==> config.mk <==
export PLATFORM = sky130hd
export DESIGN_NAME = dma_addr_gen
export DESIGN_NICKNAME = d
export VERILOG_FILES = /design/src/rtl/dag_pkg.sv /design/src/rtl/dag_stride.sv /design/src/rtl/dag_position.sv /design/src/rtl/dag_repeat.sv /design/src/rtl/dma_addr_gen.sv
export SDC_FILE = /design/constraint.sdc
export NUM_CORES = 1
export LEC_CHECK = 0
export ABC_AREA = 1
export ABC_CLOCK_PERIOD_IN_PS = 4500
export CORE_MARGIN = 2
export CORE_UTILIZATION = 23
export DETAILED_ROUTE_END_ITERATION = 16
export DONT_BUFFER_PORTS = 1
export PLACE_DENSITY = 0.44
export SLEW_MARGIN = 15
export SYNTH_ARGS = -nofsm -noshare
export SYNTH_HDL_FRONTEND = slang
export SYNTH_HIERARCHICAL = 1
export SYNTH_SLANG_ARGS = --single-unit
==> constraint.sdc <==
create_clock -name clk -period 4.5 [get_ports clk]
set_input_delay 0.225 -clock clk [delete_from_list [all_inputs] [get_ports clk]]
set_output_delay 0.225 -clock clk [all_outputs]
set_load 0.02 [all_outputs]
==> src/rtl/dag_pkg.sv <==
package dag_pkg;

  typedef enum logic [2:0] {
    AM_FIXED  = 3'd0,
    AM_INC    = 3'd1,
    AM_DEC    = 3'd2,
    AM_STRIDE = 3'd3,
    AM_PLANE  = 3'd4
  } addr_mode_e;

  localparam int unsigned ESZ_CODE_W = 2;
  localparam int unsigned MODE_W     = 3;

endpackage

==> src/rtl/dag_stride.sv <==
module dag_stride
  import dag_pkg::*;
#(
  parameter int unsigned AW = 32
) (
  input  addr_mode_e            mode,
  input  logic [ESZ_CODE_W-1:0] esz_code,
  input  logic [AW-1:0]         eskip,
  input  logic [AW-1:0]         fskip,
  output logic [AW-1:0]         elem_delta,
  output logic [AW-1:0]         frame_delta
);

  logic [AW-1:0] esz_bytes;

  always_comb begin
    esz_bytes = AW'(1) << esz_code;
  end

  always_comb begin
    unique case (mode)
      AM_INC:              elem_delta = esz_bytes;
      AM_DEC:              elem_delta = '0 - esz_bytes;
      AM_STRIDE, AM_PLANE: elem_delta = esz_bytes + eskip;
      default:             elem_delta = '0;
    endcase
  end

  always_comb begin
    if (mode == AM_PLANE) frame_delta = elem_delta + fskip;
    else                  frame_delta = elem_delta;
  end

endmodule

==> src/rtl/dag_position.sv <==
module dag_position #(
  parameter int unsigned CW = 8
) (
  input  logic          clk,
  input  logic          rst_n,
  input  logic          clear,
  input  logic          advance,
  input  logic [CW-1:0] elems_cfg,
  input  logic [CW-1:0] frames_cfg,
  output logic          elem_last,
  output logic          frame_last
);

  logic [CW-1:0] elem_q, elem_d;
  logic [CW-1:0] frame_q, frame_d;
  logic [CW-1:0] elem_lim, frame_lim;
  logic          cnt_en;

  always_comb begin
    elem_lim   = (elems_cfg  == '0) ? '0 : elems_cfg  - CW'(1);
    frame_lim  = (frames_cfg == '0) ? '0 : frames_cfg - CW'(1);
    elem_last  = (elem_q  >= elem_lim);
    frame_last = (frame_q >= frame_lim);
  end

  always_comb begin
    cnt_en  = clear | advance;
    elem_d  = elem_q;
    frame_d = frame_q;
    if (clear) begin
      elem_d  = '0;
      frame_d = '0;
    end else if (advance) begin
      if (elem_last) begin
        elem_d  = '0;
        frame_d = frame_last ? '0 : frame_q + CW'(1);
      end else begin
        elem_d  = elem_q + CW'(1);
      end
    end
  end

  always_ff @(posedge clk or negedge rst_n) begin
    if (!rst_n) begin
      elem_q  <= '0;
      frame_q <= '0;
    end else if (cnt_en) begin
      elem_q  <= elem_d;
      frame_q <= frame_d;
    end
  end

endmodule

==> src/rtl/dag_repeat.sv <==
module dag_repeat #(
  parameter int unsigned RW = 8
) (
  input  logic          clk,
  input  logic          rst_n,
  input  logic          load,
  input  logic [RW-1:0] rep_cfg,
  input  logic          consume,
  output logic          more
);

  logic [RW-1:0] rem_q, rem_d;
  logic          endless_q, endless_d;
  logic          rep_en;

  always_comb begin
    more = endless_q | (rem_q != '0);
  end

  always_comb begin
    rep_en    = load | consume;
    rem_d     = rem_q;
    endless_d = endless_q;
    if (load) begin
      endless_d = rep_cfg[RW-1];
      rem_d     = rep_cfg[RW-1] ? '0 : rep_cfg;
    end else if (consume && !endless_q && rem_q != '0) begin
      rem_d     = rem_q - RW'(1);
    end
  end

  always_ff @(posedge clk or negedge rst_n) begin
    if (!rst_n) begin
      rem_q     <= '0;
      endless_q <= 1'b0;
    end else if (rep_en) begin
      rem_q     <= rem_d;
      endless_q <= endless_d;
    end
  end

endmodule

==> src/rtl/dma_addr_gen.sv <==
module dma_addr_gen
  import dag_pkg::*;
#(
  parameter int unsigned AW    = 32,
  parameter int unsigned CNT_W = 8,
  parameter int unsigned REP_W = 8
) (
  input  logic                  clk,
  input  logic                  rst_n,
  input  logic                  start_i,
  input  logic                  step_i,
  input  logic [AW-1:0]         cfg_base_i,
  input  logic [ESZ_CODE_W-1:0] cfg_esize_i,
  input  logic [MODE_W-1:0]     cfg_mode_i,
  input  logic [CNT_W-1:0]      cfg_elems_i,
  input  logic [CNT_W-1:0]      cfg_frames_i,
  input  logic [AW-1:0]         cfg_eskip_i,
  input  logic [AW-1:0]         cfg_fskip_i,
  input  logic [REP_W-1:0]      cfg_repeat_i,
  output logic [AW-1:0]         addr_o,
  output logic                  valid_o,
  output logic                  frame_done_o,
  output logic                  block_done_o,
  output logic                  done_o
);

  // latched configuration
  logic [AW-1:0]         base_q;
  addr_mode_e            mode_q;
  logic [ESZ_CODE_W-1:0] esz_q;
  logic [CNT_W-1:0]      elems_q, frames_q;
  logic [AW-1:0]         eskip_q, fskip_q;

  // run state
  logic [AW-1:0] addr_q, addr_d;
  logic          valid_q, valid_d;
  logic          fd_q, fd_d, bd_q, bd_d, dn_q, dn_d;
  logic          addr_en;

  logic [AW-1:0] elem_delta, frame_delta;
  logic          elem_last, frame_last, more;
  logic          accept, blk_end;

  dag_stride #(.AW(AW)) stride_i (
    .mode        (mode_q),
    .esz_code    (esz_q),
    .eskip       (eskip_q),
    .fskip       (fskip_q),
    .elem_delta  (elem_delta),
    .frame_delta (frame_delta)
  );

  dag_position #(.CW(CNT_W)) pos_i (
    .clk        (clk),
    .rst_n      (rst_n),
    .clear      (start_i),
    .advance    (accept),
    .elems_cfg  (elems_q),
    .frames_cfg (frames_q),
    .elem_last  (elem_last),
    .frame_last (frame_last)
  );

  dag_repeat #(.RW(REP_W)) rep_i (
    .clk     (clk),
    .rst_n   (rst_n),
    .load    (start_i),
    .rep_cfg (cfg_repeat_i),
    .consume (blk_end),
    .more    (more)
  );

  always_ff @(posedge clk or negedge rst_n) begin
    if (!rst_n) begin
      base_q   <= '0;
      mode_q   <= AM_FIXED;
      esz_q    <= '0;
      elems_q  <= '0;
      frames_q <= '0;
      eskip_q  <= '0;
      fskip_q  <= '0;
    end else if (start_i) begin
      base_q   <= cfg_base_i;
      mode_q   <= addr_mode_e'(cfg_mode_i);
      esz_q    <= cfg_esize_i;
      elems_q  <= cfg_elems_i;
      frames_q <= cfg_frames_i;
      eskip_q  <= cfg_eskip_i;
      fskip_q  <= cfg_fskip_i;
    end
  end

  always_comb begin
    accept  = step_i & valid_q & ~start_i;
    blk_end = accept & elem_last & frame_last;
    addr_en = start_i | accept;

    addr_d = addr_q;
    if (start_i)        addr_d = cfg_base_i;
    else if (blk_end)   addr_d = more ? base_q : addr_q;
    else if (accept)    addr_d = elem_last ? addr_q + frame_delta
                                           : addr_q + elem_delta;

    valid_d = valid_q;
    if (start_i)                valid_d = 1'b1;
    else if (blk_end && !more)  valid_d = 1'b0;

    fd_d = accept & elem_last;
    bd_d = blk_end;
    dn_d = blk_end & ~more;
  end

  always_ff @(posedge clk or negedge rst_n) begin
    if (!rst_n) begin
      addr_q <= '0;
    end else if (addr_en) begin
      addr_q <= addr_d;
    end
  end

  always_ff @(posedge clk or negedge rst_n) begin
    if (!rst_n) begin
      valid_q <= 1'b0;
      fd_q    <= 1'b0;
      bd_q    <= 1'b0;
      dn_q    <= 1'b0;
    end else begin
      valid_q <= valid_d;
      fd_q    <= fd_d;
      bd_q    <= bd_d;
      dn_q    <= dn_d;
    end
  end

  assign addr_o       = addr_q;
  assign valid_o      = valid_q;
  assign frame_done_o = fd_q;
  assign block_done_o = bd_q;
  assign done_o       = dn_q;

endmodule

==> flow_summary.yaml <==
power_and_ir_drop:
  p_leak_nw: 11.8
  p_total_w: 0.00841
  ir_worst_vdd_mv: 0.287
  powerDensity_mw_per_mm2: 353
synth:
  synth_cell_types: 49
  syn_inst: 2418
  synth-seq-area-share_pct: 29.6
  avgSynthCellArea_um2: 6.22
  synth_ff_type: "dfrtp_1"
  synth-seq-cells: 178
  synth_area_mm2: 0.0150
  synth_edf_count: 0
  synth_nets: 2637
  ys_async_sr_fraction_pct: 100
  synth_warnings: 6
global_routing:
  grt_pass1_vias: 16395
  grt_antenna_before_repair: 2
  grt_use_total_pct: 16.7
  grtUsageMet3_pct: 2.58
  top_usage_layer: "met2"
  grt-ovfl-total: 0
  grt_use_met2_pct: 27.3
  grt_pass1_wl_um: 87600
  grt_util_met1_pct: 22.2
  grt_max_degree: 179
cells_and_area:
  final_util_pct: 36.9
  final_common_cell: "nand2_1"
  mostFrequentLayoutCells: "823 x nand2_1, 264 x buf_4, 255 x inv_1"
  finalNetCount: 3127
  syn_to_final_growth_pct: 58.5
  drive_gt1_share_pct: 30.4
worst_setup_path:
  slowest_stage: "dfrtp_2"
  startpoint_type: "flip-flop"
  path_class: "reg -> reg"
  worst-endpoint-required_ps: 4880
  path_common_cell: "nand2_1"
  end_kind: "flip-flop"
  crit_path_max_fanout: 5
  crit_path_max_incr_delay_ps: 470
  cp.arrival_ps: 5020
clock_network:
  cts_root_buf: "clkbuf_16"
  clk_pin_slew_ps: 70
  clock_latency_ps: 500
  cts.sinks: 178
  cts_buffers: 17
  cts_buffer_depth: 2
  cts_tree: "yes"
  cts_htree_levels: 4
sta:
  drv_slew: 0
  setup-violations-final: 13
  max_slew_margin_pct: 33.4
  finalCritPeriodShare_pct: 103
  rsz0062_at_grt: "yes"
  min_period_ps: 4640
  worst_slack_ps: -136
  worst_pin_slew_ps: 999
  fmax_mhz: 216
  hold_viol: 0
  hold-worst-slack_ps: 151
  fin_skew_ps: 10.1
job:
  cap_violations: 0
drt:
  avgRoutedWirePerCell_um: 14.9
  drt_iter0_drc: 745
  dr.pass1.iters: 5
  ant_nets: 0
  vias: 16551
  drt_wl_total_um: 56200
  viasPerCell: 4.38
  drc_errors: 0
hold_path:
  holdCritPathClass: "in -> reg"
die:
  core_area_mm2: 0.0646
  fp.dieH_um: 260
  io_pins: 165
  dieArea_mm2: 0.0674
  die_width_um: 260
  rows: 93
  start_util_pct: 23.3
placement:
  port-buffer-count: 0
  dpl.hpwl_um: 40900
  gp_congestion: 0.885
status:
  status: "finished, violations left"
  violations: "setup timing"
==> layout make-up <==
type                            count  area [µm²]
Multi-Input combinational cell   1876       11800
Fill cell                        6788       40700
Clock buffer                       20         447
Antenna cell                        2        5.00
Clock inverter                     12         149
Sequential cell                   178        4460
Timing Repair Buffer              536        4780
Tap cell                          855        1070
Inverter                          299        1140
==> routing by layer <==
layer	wire length, µm	share of wire, %
met4	1290	2.3
met1	26700	48
met3	2200	3.9
met5	0	0
met2	26000	46
==> critical path: cells and delay by family, from the launching register on <==
| family | cells | cell delay, ps |
|---|---|---|
| adders and majority gates | 3 | 870 |
| buffers and inverters | 2 | 250 |
| DFF | 1 | 470 |
| AOI/OAI and AO/OA | 6 | 650 |
| and+or+nand+nor | 24 | 2270 |
==> sequential cells by signal, indices dropped and copies added, names as in the netlist <==
register	count
valid_o	1
mode_q	3
rep_i/rem_q	8
fskip_q	32
frame_done_o	1
eskip_q	32
addr_o	32
esz_q	2
done_o	1
frames_q	8
block_done_o	1
pos_i/frame_q	8
base_q	32
elems_q	8
rep_i/endless_q	1
pos_i/elem_q	8
==> report_power, final <==
group / leakage, nW / total [W] / internal [W] / switching, W
Combinational: 9.32 / 0.00462 / 0.00213 / 0.00248
Clock: 0.281 / 0.00159 / 0.000844 / 0.000747
Sequential: 2.17 / 0.00220 / 0.00179 / 0.000403
==> kinds of logic after synthesis <==
logic type	after synthesis	share of synthesized area, %
multiplexers	1	0.0666
AO/OA/AOI/OAI	271	9.76
adder cells (fa/ha/maj)	90	7.59
flip-flops	178	29.6
buffers and inverters	364	9.81
XOR/XNOR	47	2.74
AND/OR/NAND/NOR	1467	40.4
==> stage by stage <==
step                cell area, µm²  TNS [ps]  setup slack [ps]  cells
floorplan                    15000         0               209   2418
global placement             17500    -10850              -616   3433
detailed placement           17500    -12440              -703   3433
CTS                          22200     -1450              -136   3742
global route                 23800     -7960              -449   3777
finish                       23800     -1020              -136   3778
==> worst paths after layout <==
kind / from / to / slack [ps] / cells after the start
min: start_i / pos_i/frame_q[1] / 150 / 3
min in group asynchronous: rst_n / block_done_o / 410 / 2
min reg2reg: elems_q[1] / elems_q[1] / 480 / 2
max reg2reg: esz_q[1] / addr_o[30] / -140 / 35
max: esz_q[1] / addr_o[30] / -140 / 35
max in group asynchronous: rst_n / eskip_q[20] / 3310 / 2
==> what timing repair did <==
action / CTS / global route
pin swaps: 102 / 261
gates resized for setup: 307 / 376
buffers inserted: 31 / 35
hold buffers: 247 / 0
endpoints found under the setup margin: 26 / 28
hold endpoints to repair: 338 / 0
==> cells in the mapped netlist, types with 2 or more instances <==
| library cell | count | area (µm²) |
|---|---|---|
| nand2_4 | 4 | 45.0 |
| dfrtp_1 | 178 | 4450 |
| nand2_2 | 15 | 93.8 |
| nor3_1 | 26 | 130 |
| o21a_1 | 3 | 22.5 |
| inv_2 | 10 | 37.5 |
| buf_2 | 18 | 90.1 |
| o211ai_1 | 2 | 15.0 |
| nor4_1 | 2 | 12.5 |
| a31oi_1 | 12 | 75.1 |
| clkbuf_1 | 30 | 113 |
| o21ai_0 | 83 | 415 |
| nor2_2 | 11 | 68.8 |
| nor2_1 | 171 | 642 |
| nand3_2 | 8 | 80.1 |
| buf_6 | 5 | 56.3 |
| nor3_2 | 5 | 50.1 |
| o21ai_1 | 5 | 25.0 |
| nor2_4 | 6 | 67.6 |
| xor2_1 | 38 | 333 |
| fa_1 | 2 | 40.0 |
| inv_1 | 288 | 1080 |
| buf_1 | 3 | 11.3 |
| or2_1 | 3 | 18.8 |
| nand2_1 | 1037 | 3890 |
| nand3_1 | 135 | 676 |
| ha_1 | 88 | 1100 |
| and2_1 | 3 | 18.8 |
| a21oi_1 | 144 | 721 |
| o21ai_2 | 2 | 17.5 |
| o21bai_1 | 7 | 52.6 |
| xnor2_1 | 9 | 78.8 |
| nand4_1 | 19 | 119 |
| a21o_1 | 8 | 60.1 |
| nand3b_1 | 10 | 75.1 |
| buf_4 | 8 | 60.1 |
| or2_2 | 8 | 50.1 |
No activity file was read; power rests on OpenSTA's default activity.
